===== config.mk =====
export PLATFORM = sky130hd
export DESIGN_NAME = scan_timing_gen
export DESIGN_NICKNAME = d
export VERILOG_FILES = /design/src/rtl/scan_tg_pkg.sv /design/src/rtl/stg_axis.sv /design/src/rtl/stg_frame_ctl.sv /design/src/rtl/scan_timing_gen.sv
export SDC_FILE = /design/constraint.sdc
export NUM_CORES = 1
export LEC_CHECK = 0
export BUFFER_PORTS_ARGS = -buffer_cell sky130_fd_sc_hd__buf_2
export CORE_ASPECT_RATIO = 1.5
export CORE_MARGIN = 5
export CORE_UTILIZATION = 50
export DETAILED_ROUTE_END_ITERATION = 8
export GPL_TIMING_DRIVEN = 0
export HOLD_SLACK_MARGIN = 0.02
export PLACE_DENSITY = 0.81
export SLEW_MARGIN = 20
export SYNTH_ARGS = -nofsm -noshare
export SYNTH_HDL_FRONTEND = slang
export SYNTH_SLANG_ARGS = --single-unit
export TNS_END_PERCENT = 100

===== constraint.sdc =====
create_clock -name clk -period 3.1 [get_ports clk]
set_clock_uncertainty 0.1 [all_clocks]
set_input_delay 0.93 -clock clk [delete_from_list [all_inputs] [get_ports clk]]
set_output_delay 0.93 -clock clk [all_outputs]
set_load 0.01 [all_outputs]

===== src/rtl/scan_tg_pkg.sv =====
package scan_tg_pkg;

  typedef enum logic [1:0] {
    PH_SYNC  = 2'd0,
    PH_BACK  = 2'd1,
    PH_ACT   = 2'd2,
    PH_FRONT = 2'd3
  } phase_t;

  // successor in the fixed order sync -> back -> active -> front -> sync
  function automatic phase_t next_phase(input phase_t p);
    case (p)
      PH_SYNC:  next_phase = PH_BACK;
      PH_BACK:  next_phase = PH_ACT;
      PH_ACT:   next_phase = PH_FRONT;
      default:  next_phase = PH_SYNC;
    endcase
  endfunction

  // true on the first count of the given phase
  function automatic logic phase_entry(input phase_t p, input phase_t want,
                                       input logic cnt_zero);
    phase_entry = (p == want) && cnt_zero;
  endfunction

endpackage


===== src/rtl/stg_axis.sv =====
module stg_axis
  import scan_tg_pkg::*;
#(
  parameter int CW = 12
) (
  input  logic          clk,
  input  logic          rst_n,
  input  logic          clr,
  input  logic          step,
  input  logic [CW-1:0] lim_sync,
  input  logic [CW-1:0] lim_back,
  input  logic [CW-1:0] lim_act,
  input  logic [CW-1:0] lim_front,
  output phase_t        ph,
  output logic [CW-1:0] cnt,
  output logic          at_start,
  output logic          wrap
);

  logic [CW-1:0] cur_lim;
  logic          last;

  always_comb begin
    case (ph)
      PH_SYNC: cur_lim = lim_sync;
      PH_BACK: cur_lim = lim_back;
      PH_ACT:  cur_lim = lim_act;
      default: cur_lim = lim_front;
    endcase
  end

  assign last     = (cnt == cur_lim);
  assign at_start = (cnt == '0);
  assign wrap     = step && last && (ph == PH_FRONT);

  always_ff @(posedge clk or negedge rst_n) begin
    if (!rst_n) begin
      ph  <= PH_SYNC;
      cnt <= '0;
    end else if (clr) begin
      ph  <= PH_SYNC;
      cnt <= '0;
    end else if (step) begin
      if (last) begin
        cnt <= '0;
        ph  <= next_phase(ph);
      end else begin
        cnt <= cnt + 1'b1;
      end
    end
  end

endmodule


===== src/rtl/stg_frame_ctl.sv =====
module stg_frame_ctl #(
  parameter int FID_W = 32
) (
  input  logic             clk,
  input  logic             rst_n,
  input  logic             soft_rst,
  input  logic             run,
  input  logic             cmd_mode,
  input  logic             trig,
  input  logic             interlace_en,
  input  logic             irq_clr,
  input  logic             frm_evt,
  input  logic             frame_end,
  output logic             busy,
  output logic [FID_W-1:0] frame_id,
  output logic             frame_irq,
  output logic             irq_pend,
  output logic             field
);

  always_ff @(posedge clk or negedge rst_n) begin
    if (!rst_n) begin
      busy      <= 1'b0;
      frame_id  <= '0;
      frame_irq <= 1'b0;
      irq_pend  <= 1'b0;
      field     <= 1'b0;
    end else if (soft_rst) begin
      busy      <= 1'b0;
      frame_id  <= '0;
      frame_irq <= 1'b0;
      irq_pend  <= 1'b0;
      field     <= 1'b0;
    end else begin
      busy      <= run && cmd_mode && (busy ? !frame_end : trig);
      frame_irq <= frm_evt;
      irq_pend  <= frm_evt || (irq_pend && !irq_clr);
      if (frm_evt) frame_id <= frame_id + 1'b1;
      if (!interlace_en) field <= 1'b0;
      else if (frame_end) field <= !field;
    end
  end

endmodule


===== src/rtl/scan_timing_gen.sv =====
module scan_timing_gen
  import scan_tg_pkg::*;
#(
  parameter int HW    = 12,
  parameter int VW    = 12,
  parameter int FID_W = 32
) (
  input  logic             clk,
  input  logic             rst_n,
  input  logic             soft_rst,
  input  logic             run,
  input  logic             cmd_mode,
  input  logic             trig,
  input  logic             interlace_en,
  input  logic             irq_clr,
  input  logic [HW-1:0]    h_sync_len,
  input  logic [HW-1:0]    h_back_len,
  input  logic [HW-1:0]    h_act_len,
  input  logic [HW-1:0]    h_front_len,
  input  logic [VW-1:0]    v_sync_len,
  input  logic [VW-1:0]    v_back_len,
  input  logic [VW-1:0]    v_act_len,
  input  logic [VW-1:0]    v_front_len,
  output logic             hsync,
  output logic             vsync,
  output logic             de,
  output logic [HW-1:0]    x_pos,
  output logic [VW-1:0]    y_pos,
  output logic [1:0]       vphase,
  output logic             field,
  output logic             xfer_active,
  output logic [FID_W-1:0] frame_id,
  output logic             frame_irq,
  output logic             irq_pend
);

  phase_t          hph, vph;
  logic [HW-1:0]   hcnt;
  logic [VW-1:0]   vcnt;
  logic            h_start, v_start, line_end, frame_end;
  logic            busy, adv, hold, vsync_start, vback_start, frm_evt;

  // named internal events
  assign adv         = run && (!cmd_mode || busy);
  assign hold        = soft_rst || !run || (cmd_mode && !busy);
  assign vsync_start = adv && phase_entry(hph, PH_SYNC, h_start)
                           && phase_entry(vph, PH_SYNC, v_start);
  assign vback_start = adv && phase_entry(hph, PH_SYNC, h_start)
                           && phase_entry(vph, PH_BACK, v_start);
  assign frm_evt     = cmd_mode ? vback_start : vsync_start;

  stg_axis #(.CW(HW)) u_h (
    .clk(clk), .rst_n(rst_n), .clr(hold), .step(adv),
    .lim_sync(h_sync_len), .lim_back(h_back_len),
    .lim_act(h_act_len), .lim_front(h_front_len),
    .ph(hph), .cnt(hcnt), .at_start(h_start), .wrap(line_end)
  );

  stg_axis #(.CW(VW)) u_v (
    .clk(clk), .rst_n(rst_n), .clr(hold), .step(line_end),
    .lim_sync(v_sync_len), .lim_back(v_back_len),
    .lim_act(v_act_len), .lim_front(v_front_len),
    .ph(vph), .cnt(vcnt), .at_start(v_start), .wrap(frame_end)
  );

  stg_frame_ctl #(.FID_W(FID_W)) u_frm (
    .clk(clk), .rst_n(rst_n), .soft_rst(soft_rst), .run(run),
    .cmd_mode(cmd_mode), .trig(trig), .interlace_en(interlace_en),
    .irq_clr(irq_clr), .frm_evt(frm_evt), .frame_end(frame_end),
    .busy(busy), .frame_id(frame_id), .frame_irq(frame_irq),
    .irq_pend(irq_pend), .field(field)
  );

  assign hsync       = adv && (hph == PH_SYNC);
  assign vsync       = adv && (vph == PH_SYNC);
  assign de          = adv && (hph == PH_ACT) && (vph == PH_ACT);
  assign x_pos       = (hph == PH_ACT) ? hcnt : '0;
  assign y_pos       = (vph == PH_ACT) ? vcnt : '0;
  assign vphase      = vph;
  assign xfer_active = busy;

endmodule


# Word level (Yosys, flattened, before mapping)
# Index checks and enable logic that the tools add are counted.
dict set report op_classes {
  n_addsub 3
  eq_ne 9
  n_reduce_logical 40
  muxes 28
}
# cell n
set op_table {}
lappend op_table {{12-bit two-way mux} 8}
lappend op_table {{12-bit case mux with 3 select lines} 2}
lappend op_table {{32-bit two-way mux} 2}
lappend op_table {{32-bit by 1-bit adder with 32-bit output, second input constant} 1}
lappend op_table {{12-bit by 1-bit adder with 12-bit output, second input constant} 2}
lappend op_table {{12-bit equality test} 2}
lappend op_table {{12-bit zero test} 2}
lappend op_table {{1-bit logical AND} 19}
lappend op_table {{2-bit two-way mux} 6}
lappend op_table {{2-bit case mux with 3 select lines} 2}
lappend op_table {{2-bit nonzero test} 5}
lappend op_table {{2-bit equality test, second input constant} 4}
lappend op_table {{1-bit two-way mux} 8}
lappend op_table {{1-bit zero test} 6}
lappend op_table {{2-bit by 1-bit equality test with 1-bit output, second input constant} 2}
lappend op_table {{2-bit zero test} 2}
lappend op_table {{1-bit logical OR} 4}
lappend op_table {{2-bit AND reduction} 2}
lappend op_table {{3-bit by 2-bit inequality test with 1-bit output, second input constant} 1}
dict set report word_totals {
  register_bits 64
  inputBits 104
}

# Logic depth before layout (Yosys ltp)
dict set report logic_depth {
  word_depth 11
  mapped_depth 12
  depth_no_buf 9
}

# By module
# Synthesis repeated with hierarchy kept, for this count alone.
dict set report hier_totals {
  cells_unflattened 510
  area_unflattened_um2 4688.2
}
# module area_each_um2 seq_area_each_um2 n_inst cells_per_inst
set by_module_without_submodules {}
lappend by_module_without_submodules {stg_axis 1292.5 350.3 2 141}
lappend by_module_without_submodules {stg_frame_ctl 1820.5 900.9 1 189}
lappend by_module_without_submodules {scan_timing_gen 282.8 0.0 1 39}

# Worst setup path before layout
# No wires, ideal clock.
dict set report synth_path {
  path_kind {in2reg}
  startpoint {in h_act_len[9]}
  endpoint {reg u_v.cnt[5]}
  t_arrival_ns 2.559
  required_time_ns 2.879
  n_path_buf 1
  setup_ns 0.121
  path_slack_ns 0.320
  path_stages 8
  cell_sequence {a222oi_1 > mux2i_1 > xnor2_1 > nand4_1 > nor4_2 > buf_2 > o22ai_1 > a22o_1}
}
dict set report synth_between {
  elab_chain_cells 5
}
# element line
set synth_rtl {}
lappend synth_rtl {{start: declaration} scan_timing_gen.sv:18} ;# input logic [HW-1:0] h_act_len,
lappend synth_rtl {{12-bit case mux with 3 select lines} stg_axis.sv:24} ;# case (ph)
lappend synth_rtl {{12-bit equality test} stg_axis.sv:32} ;# assign last = (cnt == cur_lim);
lappend synth_rtl {{1-bit logical AND (2 in a row)} stg_axis.sv:34} ;# assign wrap = step && last && (ph == PH_FRONT);
lappend synth_rtl {{2-bit nonzero test (no source line)} -}
lappend synth_rtl {{end signal: assignment} stg_axis.sv:48} ;# cnt <= cnt + 1'b1;
lappend synth_rtl {{end: declaration} stg_axis.sv:15} ;# output logic [CW-1:0] cnt,
# No other way between the ends.
# A chain may end at the register's enable or synchronous reset.

# Worst setup path after layout
dict set report layout_path {
  startpoint {reg u_h.ph[0]}
  endpoint {reg u_v.cnt[4]}
}
dict set report layout_between {
  elab_chain_cells 6
  word_cells_on_any_way 9
}
# element line
set layout_rtl {}
lappend layout_rtl {{start: declaration} stg_axis.sv:14} ;# output phase_t ph,
lappend layout_rtl {{start signal: assignment} stg_axis.sv:46} ;# ph <= next_phase(ph);
lappend layout_rtl {{2-bit equality test, or another cell as far along} stg_axis.sv:24}
lappend layout_rtl {{12-bit case mux with 3 select lines} stg_axis.sv:24}
lappend layout_rtl {{12-bit equality test} stg_axis.sv:32}
lappend layout_rtl {{1-bit logical AND} stg_axis.sv:34}
lappend layout_rtl {{1-bit logical AND *} stg_axis.sv:34}
lappend layout_rtl {{2-bit nonzero test (no source line) *} -}
# Every way passes the cells marked *; elsewhere a longest branch is shown, timed or not.

==> results.cfg <==
[logic_synthesis]
syn_avg_cell_area_sq_um = 8.90
yosysTopAreaCell = dfrtp_1
synth-seq-cells = 64
synth_cell_type_count = 43
synth.area.top_cells = dfrtp_1, xnor2_1, a222oi_1
async_flop_share = 1.00
ys_warn_count = 0
syn_area_sq_um = 4490
synth_edf_count = 0
yosysSeqAreaShare = 0.357
synth_flop_cell = dfrtp_1
synthDominantCellAreaShare = 0.357
synthesis.instances = 504
syn_nets = 623

[global_routing]
grtUsageMet3 = 0.0399
grt_usage = 0.252
grt.met1_usage = 0.281
grt_max_degree = 34
grt_antenna_before_repair = 0
grt_pass1_vias = 4798
grt_pass1_wl_microns = 22100
grt_overflow = 0
grt-busiest-layer = met2
gr-usage-met2 = 0.458

[clock_network]
numCtsBuffers = 9
clkSlewWorstSetupHoldPaths_ns = 0.05
clk_latency_ns = 0.33
numClockSinks = 64
root_buffer = clkbuf_16
cts.path.max_buffers = 2
cts_tree = built
cts-htree-levels = 3

[power_and_ir_drop]
netSwitchingPower_mw = 0.468
sw_frac_of_total = 0.220
peakVddDrop_uv = 343
powerDensity_nw_per_um2 = 355
p_int_mw = 1.66
p_leak_nw = 2.96
total_power_mw = 2.12
comb_power_share = 0.092
pwr-share-clk = 0.511
pwr-share-seq = 0.397

[sta]
clock.fmax_mhz = 338
finalHoldViolations = 0
finalMaxSlewViolations = 0
fin_crit_ns = 2.96
worst_pin_slew_ns = 0.558
fin_ws_ns = 0.138
min_period_over_period = 0.956
setup_viol = 0
slew_headroom = 0.624

[route]
wl_microns = 13700
ant_nets = 0
drcViolationCount = 0
wire_per_inst_microns = 16.9
viasPerCell = 5.65
via_count = 4596
dr.pass1.iters = 5
drtIter0Drc = 324

[placement]
place_area_sq_um = 5480
gp_congestion = 0.840
placedCellCount = 782
dp_hpwl_microns = 10500
post-place-ws_ns = -0.182
port_buffers = 167

[die]
die_w_microns = 87.3
rows = 42
start_util = 0.511
die_h_microns = 126
core_area_sq_um = 8780
die_area_sq_um = 11000
num_io_pins = 169

[critical_path]
critPathCaptureType = flop
ff2ff_path_depth = 12
critical_path_required_ns = 3.22
critPathMaxFanout = 10
arrival_ns = 3.08
r2r-start = u_h.ph[0]
cp-startpoint = u_h.ph[0]
crit_type = reg2reg
start_kind = flop

[layout]
areaGrowthSynthToFinish_pct = 33.4
multi_input_area_sq_um = 2640
fin_area_sq_um = 5980
post-route-util = 0.682
antenna_cells = 0
fill_cells = 707
final_cells = 814
nNetsFinal = 819
drive_above_1_share = 0.325
regArea_sq_um = 1600

[outcome]
status = completed

[flow_run]
maxCapViolCount = 0

[worst_hold_path]
hold_path.class = in2async
==> sequential cells by signal (all words and copies together), names as in the netlist <==
name             cells
u_frm.busy           1
u_frm.field          1
u_frm.frame_id      32
u_frm.frame_irq      1
u_frm.irq_pend       1
u_h.cnt             12
u_h.ph               2
u_v.cnt             12
u_v.ph               2
==> layout by cell type, fill, tap and decap left out, types with 11 or more instances in the layout <==
master / n
nand3_1: 15
nand2_1: 24
mux2i_1: 15
ha_1: 12
inv_1: 33
a21oi_1: 23
o21ai_0: 11
xnor2_1: 35
and2_1: 29
xor2_1: 21
a222oi_1: 24
dfrtp_1: 62
buf_4: 21
buf_2: 170
and3_1: 18
clkbuf_1: 12
nand4_1: 17
nor2_1: 52
nor2b_1: 17
==> cells by family (layout without fill, tap and decap cells) <==
| family | count (synthesis) | after routing | synth area share |
|---|---|---|---|
| and+or+nand+nor | 204 | 204 | 0.250 |
| AOI/OAI and AO/OA | 88 | 88 | 0.146 |
| DFF | 64 | 64 | 0.357 |
| buffers and inverters | 61 | 261 | 0.0600 |
| xor gates and xnor gates | 56 | 56 | 0.109 |
| muxes | 16 | 16 | 0.0360 |
| adders and majority gates | 15 | 15 | 0.0418 |
==> area by class of cell <==
cell class	count	share of cell area
Clock inverter	5	0.0136
Multi-Input combinational cell	379	0.442
Timing Repair Buffer	187	0.168
Clock buffer	10	0.0399
Inverter	33	0.0207
Sequential cell	64	0.268
Tap cell	110	0.0230
Buffer	26	0.0251
==> layer usage <==
metal,vias to the layer above,share of wire
met5,-,0
met3,33,0.066
met1,2159,0.36
li1,2189,-
met4,0,0.026
met2,215,0.54
==> worst max-delay path, cell delays in order, from the launching register on <==
cell,delay (ns)
dfrtp_1,0.37
inv_1,0.08
ha_2,0.22
buf_6,0.15
a222oi_1,0.30
mux2i_1,0.15
xnor2_1,0.20
nand4_1,0.20
buf_4,0.20
nor4_4,0.29
buf_4,0.17
nor2_1,0.07
a221o_1,0.35
==> power by group through the flow <==
stage	logic [mW]	registers, mW	clock network [mW]
after floorplan	0.0776	0.858	0
after global placement	0.178	0.857	0
after detailed placement	0.186	0.857	0
after CTS	0.188	0.843	1.09
after global routing	0.215	0.843	1.13
final	0.194	0.843	1.09
==> final timing paths <==
kind	endpoint	slack, ns
max reg2reg	u_v.cnt[4]	0.14
min	u_frm.busy	0.45
min reg2reg	u_frm.busy	0.45
min in group clk	u_frm.busy	0.45
max in group asynchronous	u_frm.frame_id[25]	1.94
max	u_v.cnt[4]	0.14
==> what timing repair did <==
item,in CTS,in global routing
gates cloned,0,1
pin swaps,1,18
buffers inserted,2,16
gates resized for setup,3,20
setup endpoints to repair,17,44
hold buffers,0,0
==> cell usage after synthesis, types with 8 or more instances <==
cell      count
and3_1       18
a22o_1        9
and2_1       29
xor2_1       21
a21oi_1      23
nor2b_1      17
o21ai_0      11
dfrtp_1      64
mux2i_1      15
nor2_1       52
nand3_1      15
o22ai_1       9
xnor2_1      35
or3_1         9
clkbuf_1     15
nand2_1      24
inv_1        33
buf_2         8
ha_1         15
nand4_1      17
a222oi_1     24
==> metrics by stage <==
stage          hold WS (ns)  setup TNS (ns)
2_1_floorplan         0.412               0
3_3_place_gp          0.418          -0.655
3_5_place_dp          0.433           -1.78
4_1_cts               0.444         -0.0377
5_1_grt               0.473          -0.325
6_report              0.448               0
No activity file was read; power rests on OpenSTA's default activity.
